### config.mk
export PLATFORM = sky130hd
export DESIGN_NAME = coh_line_ctrl
export DESIGN_NICKNAME = d
export VERILOG_FILES = /design/src/rtl/coh_pkg.sv /design/src/rtl/coh_line_store.sv /design/src/rtl/coh_decide.sv /design/src/rtl/coh_line_ctrl.sv
export SDC_FILE = /design/constraint.sdc
export NUM_CORES = 1
export LEC_CHECK = 0
export ABC_CLOCK_PERIOD_IN_PS = 3250
export BUFFER_PORTS_ARGS = -buffer_cell sky130_fd_sc_hd__buf_4
export CORE_UTILIZATION = 35
export CTS_BUF_LIST = sky130_fd_sc_hd__clkbuf_4
export DETAILED_ROUTE_END_ITERATION = 10
export PLACE_DENSITY_LB_ADDON = 0.05
export SYNTH_ARGS = -nofsm -noshare
export SYNTH_HDL_FRONTEND = slang
export SYNTH_HIERARCHICAL = 1
export SYNTH_SLANG_ARGS = --single-unit
### constraint.sdc
create_clock -name clk -period 3.25 [get_ports clk]
set_input_delay 0.325 -clock clk [delete_from_list [all_inputs] [get_ports clk]]
set_output_delay 0.325 -clock clk [all_outputs]
set_load 0.005 [all_outputs]
### src/rtl/coh_pkg.sv
package coh_pkg;

   typedef enum logic [1:0] {
      LS_NONE = 2'd0,
      LS_SHRD = 2'd1,
      LS_EXCL = 2'd2,
      LS_PEND = 2'd3
   } line_st_t;

   localparam int ST_W = 2;

   typedef enum logic [2:0] {
      M_SH_REQ  = 3'd0,
      M_EX_REQ  = 3'd1,
      M_WB_REQ  = 3'd2,
      M_INV_REQ = 3'd3,
      M_WB_RSP  = 3'd4,
      M_INV_RSP = 3'd5,
      M_SH_RSP  = 3'd6,
      M_EX_RSP  = 3'd7
   } msg_t;

   localparam int MSG_W = 3;

endpackage

### src/rtl/coh_line_store.sv
module coh_line_store
   import coh_pkg::*;
#(
   parameter int NUM_LINES = 4,
   parameter int VER_W     = 8,
   localparam int IDX_W    = $clog2(NUM_LINES)
) (
   input  logic                       clk,
   input  logic                       rst_n,
   input  logic                       wr_en,
   input  logic [IDX_W-1:0]           wr_idx,
   input  line_st_t                   wr_st,
   input  logic [VER_W-1:0]           wr_ver,
   output logic [NUM_LINES*ST_W-1:0]  st_flat,
   output logic [NUM_LINES*VER_W-1:0] ver_flat
);

   for (genvar g = 0; g < NUM_LINES; g++) begin : g_line
      line_st_t         st_q;
      logic [VER_W-1:0] ver_q;
      logic             sel;

      assign sel = wr_en && (wr_idx == IDX_W'(g));

      always_ff @(posedge clk) begin
         if (!rst_n) begin
            st_q  <= LS_NONE;
            ver_q <= '0;
         end else if (sel) begin
            st_q  <= wr_st;
            ver_q <= wr_ver;
         end
      end

      assign st_flat[g*ST_W +: ST_W]    = st_q;
      assign ver_flat[g*VER_W +: VER_W] = ver_q;
   end

endmodule

### src/rtl/coh_decide.sv
module coh_decide
   import coh_pkg::*;
#(
   parameter int VER_W = 8
) (
   input  logic             cpu_act,
   input  logic             cpu_store,
   input  logic [VER_W-1:0] cpu_wdata,
   input  logic             msg_act,
   input  msg_t             msg_kind,
   input  logic [VER_W-1:0] msg_data,
   input  line_st_t         cur_st,
   input  logic [VER_W-1:0] cur_ver,
   output logic             upd,
   output line_st_t         nxt_st,
   output logic [VER_W-1:0] nxt_ver,
   output logic             snd,
   output msg_t             snd_kind,
   output logic [VER_W-1:0] snd_data,
   output logic             hit,
   output logic             stall
);

   always_comb begin
      upd      = 1'b0;
      nxt_st   = cur_st;
      nxt_ver  = cur_ver;
      snd      = 1'b0;
      snd_kind = M_SH_REQ;
      snd_data = '0;
      hit      = 1'b0;
      stall    = 1'b0;
      if (msg_act) begin
         stall = cpu_act;
         unique case (msg_kind)
            M_SH_RSP, M_EX_RSP: begin
               if (cur_st == LS_PEND) begin
                  upd     = 1'b1;
                  nxt_st  = (msg_kind == M_EX_RSP) ? LS_EXCL : LS_SHRD;
                  nxt_ver = msg_data;
               end
            end
            M_INV_REQ: begin
               snd = 1'b1;
               if (cur_st == LS_EXCL) begin
                  snd_kind = M_WB_RSP;
                  snd_data = cur_ver;
               end else begin
                  snd_kind = M_INV_RSP;
               end
               if (cur_st == LS_EXCL || cur_st == LS_SHRD) begin
                  upd    = 1'b1;
                  nxt_st = LS_NONE;
               end
            end
            M_WB_REQ: begin
               if (cur_st == LS_EXCL) begin
                  snd      = 1'b1;
                  snd_kind = M_WB_RSP;
                  snd_data = cur_ver;
                  upd      = 1'b1;
                  nxt_st   = LS_SHRD;
               end
            end
            default: ;
         endcase
      end else if (cpu_act) begin
         unique case (cur_st)
            LS_NONE: begin
               snd      = 1'b1;
               snd_kind = cpu_store ? M_EX_REQ : M_SH_REQ;
               upd      = 1'b1;
               nxt_st   = LS_PEND;
               stall    = 1'b1;
            end
            LS_SHRD: begin
               if (cpu_store) begin
                  snd      = 1'b1;
                  snd_kind = M_EX_REQ;
                  upd      = 1'b1;
                  nxt_st   = LS_PEND;
                  stall    = 1'b1;
               end else begin
                  hit = 1'b1;
               end
            end
            LS_EXCL: begin
               hit = 1'b1;
               if (cpu_store) begin
                  upd     = 1'b1;
                  nxt_ver = cpu_wdata;
               end
            end
            default: stall = 1'b1;
         endcase
      end
   end

endmodule

### src/rtl/coh_line_ctrl.sv
module coh_line_ctrl
   import coh_pkg::*;
#(
   parameter int NUM_LINES = 4,
   parameter int VER_W     = 8,
   parameter int SITE_W    = 4,
   parameter int SITE_ID   = 0,
   localparam int IDX_W    = $clog2(NUM_LINES)
) (
   input  logic              clk,
   input  logic              rst_n,
   input  logic              cpu_req,
   input  logic              cpu_wr,
   input  logic [IDX_W-1:0]  cpu_line,
   input  logic [VER_W-1:0]  cpu_wdata,
   output logic              cpu_hit,
   output logic              cpu_stall,
   output logic [VER_W-1:0]  cpu_rdata,
   input  logic              in_vld,
   input  logic [MSG_W-1:0]  in_kind,
   input  logic [IDX_W-1:0]  in_line,
   input  logic [VER_W-1:0]  in_data,
   output logic              out_vld,
   output logic [MSG_W-1:0]  out_kind,
   output logic [IDX_W-1:0]  out_line,
   output logic [SITE_W-1:0] out_site,
   output logic [VER_W-1:0]  out_data
);

   if (NUM_LINES < 2) begin : g_bad_lines
      $error("coh_line_ctrl: NUM_LINES must be at least 2");
   end
   if (VER_W < 1) begin : g_bad_ver
      $error("coh_line_ctrl: VER_W must be positive");
   end
   if (SITE_ID < 0 || SITE_ID >= (1 << SITE_W)) begin : g_bad_site
      $error("coh_line_ctrl: SITE_ID does not fit in SITE_W bits");
   end

   localparam logic [SITE_W-1:0] SITE_V = SITE_W'(SITE_ID);

   logic                       cpu_act, msg_act;
   logic [IDX_W-1:0]           sel_idx;
   logic [NUM_LINES*ST_W-1:0]  st_flat;
   logic [NUM_LINES*VER_W-1:0] ver_flat;
   line_st_t                   cur_st, nxt_st;
   logic [VER_W-1:0]           cur_ver, nxt_ver, snd_data;
   logic                       upd, snd, hit, stall;
   msg_t                       snd_kind;

   assign cpu_act = cpu_req && rst_n;
   assign msg_act = in_vld && rst_n;
   assign sel_idx = msg_act ? in_line : cpu_line;
   assign cur_st  = line_st_t'(st_flat[sel_idx*ST_W +: ST_W]);
   assign cur_ver = ver_flat[sel_idx*VER_W +: VER_W];

   coh_line_store #(
      .NUM_LINES (NUM_LINES),
      .VER_W     (VER_W)
   ) i_store (
      .clk      (clk),
      .rst_n    (rst_n),
      .wr_en    (upd),
      .wr_idx   (sel_idx),
      .wr_st    (nxt_st),
      .wr_ver   (nxt_ver),
      .st_flat  (st_flat),
      .ver_flat (ver_flat)
   );

   coh_decide #(
      .VER_W (VER_W)
   ) i_decide (
      .cpu_act   (cpu_act),
      .cpu_store (cpu_wr),
      .cpu_wdata (cpu_wdata),
      .msg_act   (msg_act),
      .msg_kind  (msg_t'(in_kind)),
      .msg_data  (in_data),
      .cur_st    (cur_st),
      .cur_ver   (cur_ver),
      .upd       (upd),
      .nxt_st    (nxt_st),
      .nxt_ver   (nxt_ver),
      .snd       (snd),
      .snd_kind  (snd_kind),
      .snd_data  (snd_data),
      .hit       (hit),
      .stall     (stall)
   );

   assign cpu_hit   = hit;
   assign cpu_stall = stall;
   assign cpu_rdata = hit ? cur_ver : '0;
   assign out_vld   = snd;
   assign out_kind  = snd_kind;
   assign out_line  = sel_idx;
   assign out_site  = SITE_V;
   assign out_data  = snd_data;

endmodule

Word-level counts from Yosys, hierarchy flattened

Index checks and enable logic that the tools add are counted.

Equal/unequal tests: 10
Shift operators: 2
Mux-type cells: 46
Reduce and logical (&&, ||, !) cells: 13

Operators with widths:

| kind               | number |
|---|---|
| $mux 8             | 10 |
| $shiftx 32x6->8    | 1 |
| $mux 2             | 8 |
| $mux 1             | 15 |
| $mux 3             | 4 |
| $pmux 1 s2         | 5 |
| $eq 2x2->1 const B | 4 |
| $reduce_or 2->1    | 4 |
| $shiftx 8x4->2     | 1 |
| $eq 3x2->1 const B | 2 |
| $eq 3x3->1 const B | 2 |
| $logic_and 1x1->1  | 6 |
| $pmux 2 s3         | 1 |
| $pmux 3 s2         | 1 |
| $eq 2x1->1 const B | 2 |
| $logic_not 2->1    | 2 |
| $pmux 2 s2         | 1 |
| $pmux 1 s3         | 1 |
| $logic_or 1x1->1   | 1 |

Output and inout port bits: 28
Flip-flop bits (word level): 40
Word-level logic and storage cells: 79
Input bits: 28

Depth between registers and ports, before layout

Depth after elaboration: 9
Depth in mapped cells: 14

Hierarchy

Netlist, hierarchy kept.

By module, submodules not included:

| module         | cells each | area each (um2) | times used |
|---|---|---|---|
| coh_line_store | 144        | 1470.2          | 1 |
| coh_decide     | 85         | 683.2           | 1 |
| coh_line_ctrl  | 59         | 500.5           | 1 |

Worst setup path after synthesis

No wires, ideal clock.

Kind: in2reg
Start: input port rst_n
End: register i_store.g_line[1].st_q[0]
Path slack: 0.122 ns
Stages on the path: 14
Arrival time: 3.002 ns
Path buffers: 3
Library setup time: 0.126 ns
Data required time: 3.124 ns
Cells stage by stage: and2_4 -> buf_6 -> mux2i_4 -> buf_4 -> nand2_1 -> a32oi_1 -> inv_1 -> ha_1 -> mux2_1 -> mux2i_1 -> o32ai_1 -> and3b_2 -> buf_2 -> mux2i_1

Longest elaborated chain between the ends: 9

RTL lines:

| element                                                                     | line                                                 | text |
|---|---|---|
| from (decl)                                                                 | coh_line_ctrl.sv:11                                  | `input logic rst_n,` |
| $logic_and 1x1->1 (*)                                                       | coh_line_ctrl.sv:52                                  | `assign msg_act = in_vld && rst_n;` |
| named net msg_act                                                           | coh_line_ctrl.sv:42                                  | `logic cpu_act, msg_act;` |
| $mux 2 (*)                                                                  | coh_line_ctrl.sv:53                                  | `assign sel_idx = msg_act ? in_line : cpu_line;` |
| $shiftx 8x4->2 (*)                                                          | coh_line_ctrl.sv:54                                  | `assign cur_st = line_st_t'(st_flat[sel_idx*ST_W +: ST_W]);` |
| named net cur_st[0]                                                         | coh_line_ctrl.sv:46                                  | `line_st_t cur_st, nxt_st;` |
| $eq 2x1->1 / $eq 2x2->1 (equally long branches)                             | coh_decide.sv:51, coh_decide.sv:68, coh_decide.sv:57 |  |
| $reduce_or 2->1 (no source line) / $logic_or 1x1->1 (equally long branches) | --                                                   |  |
| $pmux 1 s2 / $mux 1 (equally long branches)                                 | coh_decide.sv:68, coh_decide.sv:51                   |  |
| $mux 1 / $pmux 1 s3 (equally long branches)                                 | coh_decide.sv:67, coh_decide.sv:35                   |  |
| $mux 1 (*)                                                                  | coh_decide.sv:33                                     | `if (msg_act) begin` |
| named net upd                                                               | coh_line_ctrl.sv:48                                  | `logic upd, snd, hit, stall;` |
| $logic_and 1x1->1 (*)                                                       | coh_line_store.sv:23                                 | `assign sel = wr_en && (wr_idx == IDX_W'(g));` |
| to (signal assigned)                                                        | coh_line_store.sv:30                                 | `st_q <= wr_st;` |
| to (decl)                                                                   | coh_line_store.sv:19                                 | `line_st_t st_q;` |

The timed path passes the listed nets; every way through them passes the cells marked *.
A chain may end at the register's enable or synchronous reset.

Final worst setup path

Start: input port rst_n
End: output port cpu_rdata[0]

Longest elaborated chain between the ends: 8

RTL lines:

| element                                         | line                | text |
|---|---|---|
| $logic_and 1x1->1 (*)                           | coh_line_ctrl.sv:52 |  |
| $mux 2 (*)                                      | coh_line_ctrl.sv:53 |  |
| $shiftx 8x4->2 (*)                              | coh_line_ctrl.sv:54 |  |
| named net cur_st[1]                             | coh_line_ctrl.sv:46 |  |
| $eq 2x2->1 / $eq 2x1->1 (equally long branches) | coh_decide.sv:68    | `unique case (cur_st)` |
| $pmux 1 s2 (*)                                  | coh_decide.sv:68    |  |
| $mux 1 (*)                                      | coh_decide.sv:67    | `end else if (cpu_act) begin` |
| $mux 1 (*)                                      | coh_decide.sv:33    |  |
| $mux 8 (*)                                      | coh_line_ctrl.sv:94 | `assign cpu_rdata = hit ? cur_ver : '0;` |
| to (decl)                                       | coh_line_ctrl.sv:18 | `output logic [VER_W-1:0] cpu_rdata,` |

Marked as above.

==> flow_results.org <==
** Global route
- The number of global-route vias before repair is 2155.
- In the global route stage, overall resource usage came out at 0.183.
- After global routing the overflow that remains totals 0.
- Initial antenna violation count :: 0
- Largest net degree at the start of global routing :: 52
- The first global-routing pass estimated 10.9 mm of wire.

** Finish
- Final design area excluding fillers :: 3310 µm²
- End-of-flow core utilization :: 0.455
- 0 antenna diodes ended up in the layout.
- Final cell count without fillers :: 446
- Compared with the post-synthesis result, the final layout area differs by 24.9%.
- The final layout contains 380 nets.
- Of the cells placed in the final design, the portion with a size suffix greater than 1 is 0.282.

** Critical path
- Worst Path Arrival :: 2740 ps
- Maximum fanout along the worst path :: 6
- STA classifies the critical path startpoint as an input pin.
- The signal on the critical path passes through buf_4, and2_4, mux2i_4, buf_6, nand2_1, a32oi_2, inv_1, ha_1, nor3b_2, buf_4, nand2_1, buf_4, o22ai_1, buf_4.
- The worst setup path is captured at an output port.
- Critical-path cell with the highest stage delay :: sky130_fd_sc_hd__mux2i_4
- Dominant cell type by count on the critical path :: sky130_fd_sc_hd__buf_4
- Critical path type :: in -> out
- The largest single stage delay on the critical path is 330 ps.
- Critical path data required time :: 2920 ps

** Run
- Number of maximum-capacitance violations :: 0

** Worst hold path
- Type of the worst min-delay path :: reg -> reg

** Synthesis
- Flip-flop and latch count after synthesis :: 40
- Synth Instances :: 288
- Yosys mapped the design onto 39 distinct sky130hd cell types.
- Mean instance size in the synthesized netlist :: 9.21 µm²
- Yosys top cell area share :: 0.339
- Of the synthesized area, sequential elements account for 0.302.
- The Yosys step of the flow raised 6 warnings.
- The synthesized design contains 0 enable-type register cells.
- The most used flip-flop cell after synthesis is sky130_fd_sc_hd__dfxtp_1.
- Fraction of synthesis flops using an asynchronous set or reset pin :: 0
- Total standard cell area after synthesis :: 2650 µm²
- Synth area leader :: sky130_fd_sc_hd__mux2i_1
- Largest cells by area after synthesis :: sky130_fd_sc_hd__mux2i_1, sky130_fd_sc_hd__dfxtp_1, sky130_fd_sc_hd__nand2_1, sky130_fd_sc_hd__ha_1, sky130_fd_sc_hd__buf_4

** Place
- Gpl congestion :: 0.761
- In this run the tool buffered the top-level ports with 50 buffer cells.
- Number of instances in the placed design :: 437
- The placed instances occupy a cell area of 3180 µm².
- Half-perimeter wire length after placement :: 5.11 mm

** Power
- For this design the static power due to leakage is 1.64 nW.
- Power per Cell Area :: 312 nW/µm²
- Across the VDD grid, the largest voltage drop is 0.144 mV.

** Routing
- In the final routed layout, each cell accounts on average for 15.8 µm.
- For this run, the detailed router's first-pass iteration total came to 4.
- In the routed layout, each cell is associated on average with a via count of 5.03.
- Routed vias :: 2245
- Starting DRT DRC Count :: 83
- In this run the remaining antenna-violating nets after routing total 0.
- Wires add up to 7.04 mm.
- Number of remaining DRC errors :: 0

** Timing
- At the pin with the least slew margin, the transition time is 536 ps.
- Final critical delay including setup and external delays :: 3060 ps
- The worst pin sits at a relative slew slack of 0.642.
- Final-report setup violation count :: 0
- Total negative slack :: 0 ps
- Final Hold Viols :: 0
- The final-report max-slew violation count is 0.
- Static timing analysis puts the maximum clock frequency at 327 MHz.
- Post-route fraction of the period consumed by the critical path :: 0.942
- The clock arrives with 10.5 ps of skew.
- Hold slack :: 466 ps

** CTS
- CTS placed an instance of sky130_fd_sc_hd__clkbuf_4 at the clock tree root.
- Number of clock sinks :: 40
- The later pin in the worst-skew pair is clocked with a latency of 340 ps.
- CTS Buffer Depth :: 2
- Clock tree from TritonCTS :: done
- Maximum level of the CTS H-tree :: 2
- Clock slew seen by the registers of the worst setup and hold paths :: 120 ps
- TritonCTS Buffers :: 5

** Floorplan
- Area of the die :: 7930 µm²
- Placeable core region :: 7290 µm²
- Chip Height :: 89.1 µm
- Standard-cell rows :: 31
- Starting utilization of the core area :: 0.364
- DIE WIDTH :: 89.1 µm
- During I/O placement, the number of pins put on the boundary was 56.

** Status
- Result of the run :: finished clean
flip-flops by register name, summed over array words and instances, names as in the netlist:
register / count
i_store/g_line.ver_q: 32
i_store/g_line.st_q: 8
timing repair:
item,in CTS,in global routing
endpoints found under the setup margin,8,8
hold buffers,0,0
setup buffers,0,1
pin swaps,0,1
resized for setup,1,8
per-layer routing:
layer  GRT usage  vias to the layer above  part of all wire
li1            -                     1128                 -
met1       0.249                     1071              0.50
met2       0.300                       39              0.46
met3      0.0277                        7             0.029
met4      0.0577                        0             0.017
met5           0                        -                 0
cells in the final DEF (no fill, tap or decap), types with 2 or more instances in the layout:
master / n
sky130_fd_sc_hd__a21oi_1: 6
sky130_fd_sc_hd__and3_1: 8
sky130_fd_sc_hd__buf_12: 2
sky130_fd_sc_hd__buf_4: 69
sky130_fd_sc_hd__clkbuf_4: 6
sky130_fd_sc_hd__conb_1: 5
sky130_fd_sc_hd__dfxtp_1: 40
sky130_fd_sc_hd__ha_1: 4
sky130_fd_sc_hd__ha_2: 2
sky130_fd_sc_hd__inv_1: 2
sky130_fd_sc_hd__inv_2: 4
sky130_fd_sc_hd__mux2i_1: 90
sky130_fd_sc_hd__mux2i_4: 2
sky130_fd_sc_hd__nand2_1: 58
sky130_fd_sc_hd__nand2b_1: 3
sky130_fd_sc_hd__nand3_2: 2
sky130_fd_sc_hd__nand3b_1: 3
sky130_fd_sc_hd__nor2_1: 3
sky130_fd_sc_hd__nor3b_1: 2
sky130_fd_sc_hd__o21a_1: 2
sky130_fd_sc_hd__o22ai_1: 8
sky130_fd_sc_hd__o31a_1: 2
sky130_fd_sc_hd__o31ai_1: 2
where the power goes:
group	total [mW]	switching [mW]	internal [mW]
Sequential	0.493	0.00120	0.492
Clock	0.333	0.163	0.170
Combinational	0.207	0.109	0.0978
worst paths after layout:
check                                          start                                       to  slack, ps  cells past startpoint
max reg2reg   i_store/g_line[0].st_q[0]$_SDFFE_PN0P_  i_store/g_line[0].ver_q[1]$_SDFFE_PN0P_        720                      9
min          i_store/g_line[1].ver_q[5]$_SDFFE_PN0P_  i_store/g_line[1].ver_q[5]$_SDFFE_PN0P_        470                      2
min reg2reg  i_store/g_line[1].ver_q[5]$_SDFFE_PN0P_  i_store/g_line[1].ver_q[5]$_SDFFE_PN0P_        470                      2
max                                            rst_n                             cpu_rdata[0]        190                     14
worst max-delay path, delay by kind of cell:
| kind | cells | cell delay, ps |
|---|---|---|
| buffers and inverters | 6 | 840 |
| AND/OR/NAND/NOR | 4 | 500 |
| AO/OA/AOI/OAI | 2 | 410 |
| multiplexers | 1 | 330 |
| adder cells (fa/ha/maj) | 1 | 320 |
kinds of logic after synthesis:
logic type / count (synthesis) / synth area share
adders and majority gates: 6 / 0.0283
muxes: 93 / 0.361
AOI/OAI and AO/OA: 29 / 0.0750
buffers and inverters: 30 / 0.0712
DFF: 40 / 0.302
and+or+nand+nor: 88 / 0.160
other: 2 / 0.00283
stage by stage:
| step | worst slack, ps | total power [mW] |
|---|---|---|
| floorplan | 122 | 0.633 |
| global placement | -20.3 | 0.704 |
| detailed placement | -113 | 0.703 |
| CTS | 16.6 | 1.04 |
| global route | -8.41 | 1.08 |
| finish | 188 | 1.03 |
synth_stat cells (2+ instances only):
cell,number
sky130_fd_sc_hd__nand2b_1,3
sky130_fd_sc_hd__nand2_1,59
sky130_fd_sc_hd__inv_2,4
sky130_fd_sc_hd__nor2_1,3
sky130_fd_sc_hd__a21oi_1,7
sky130_fd_sc_hd__buf_6,3
sky130_fd_sc_hd__o31ai_1,2
sky130_fd_sc_hd__conb_1,2
sky130_fd_sc_hd__clkbuf_1,6
sky130_fd_sc_hd__o31a_1,2
sky130_fd_sc_hd__o22ai_1,8
sky130_fd_sc_hd__and3_1,8
sky130_fd_sc_hd__o21a_1,2
sky130_fd_sc_hd__dfxtp_1,40
sky130_fd_sc_hd__nand3b_1,3
sky130_fd_sc_hd__ha_1,6
sky130_fd_sc_hd__mux2i_1,90
sky130_fd_sc_hd__mux2i_4,2
sky130_fd_sc_hd__buf_2,6
sky130_fd_sc_hd__buf_4,8
sky130_fd_sc_hd__nor3b_1,3
sky130_fd_sc_hd__a32oi_1,2
sky130_fd_sc_hd__inv_1,2
sky130_fd_sc_hd__nand3_2,2
cell type report:
| cell class | instances | area [µm²] |
|---|---|---|
| Fill cell | 735 | 3980 |
| Multi-Input combinational cell | 221 | 1720 |
| Sequential cell | 40 | 801 |
| Timing Repair Buffer | 72 | 569 |
| Tap cell | 99 | 124 |
| Clock buffer | 6 | 45.0 |
| Clock inverter | 2 | 35.0 |
| Inverter | 6 | 22.5 |
(Power assumes the default switching activity.)
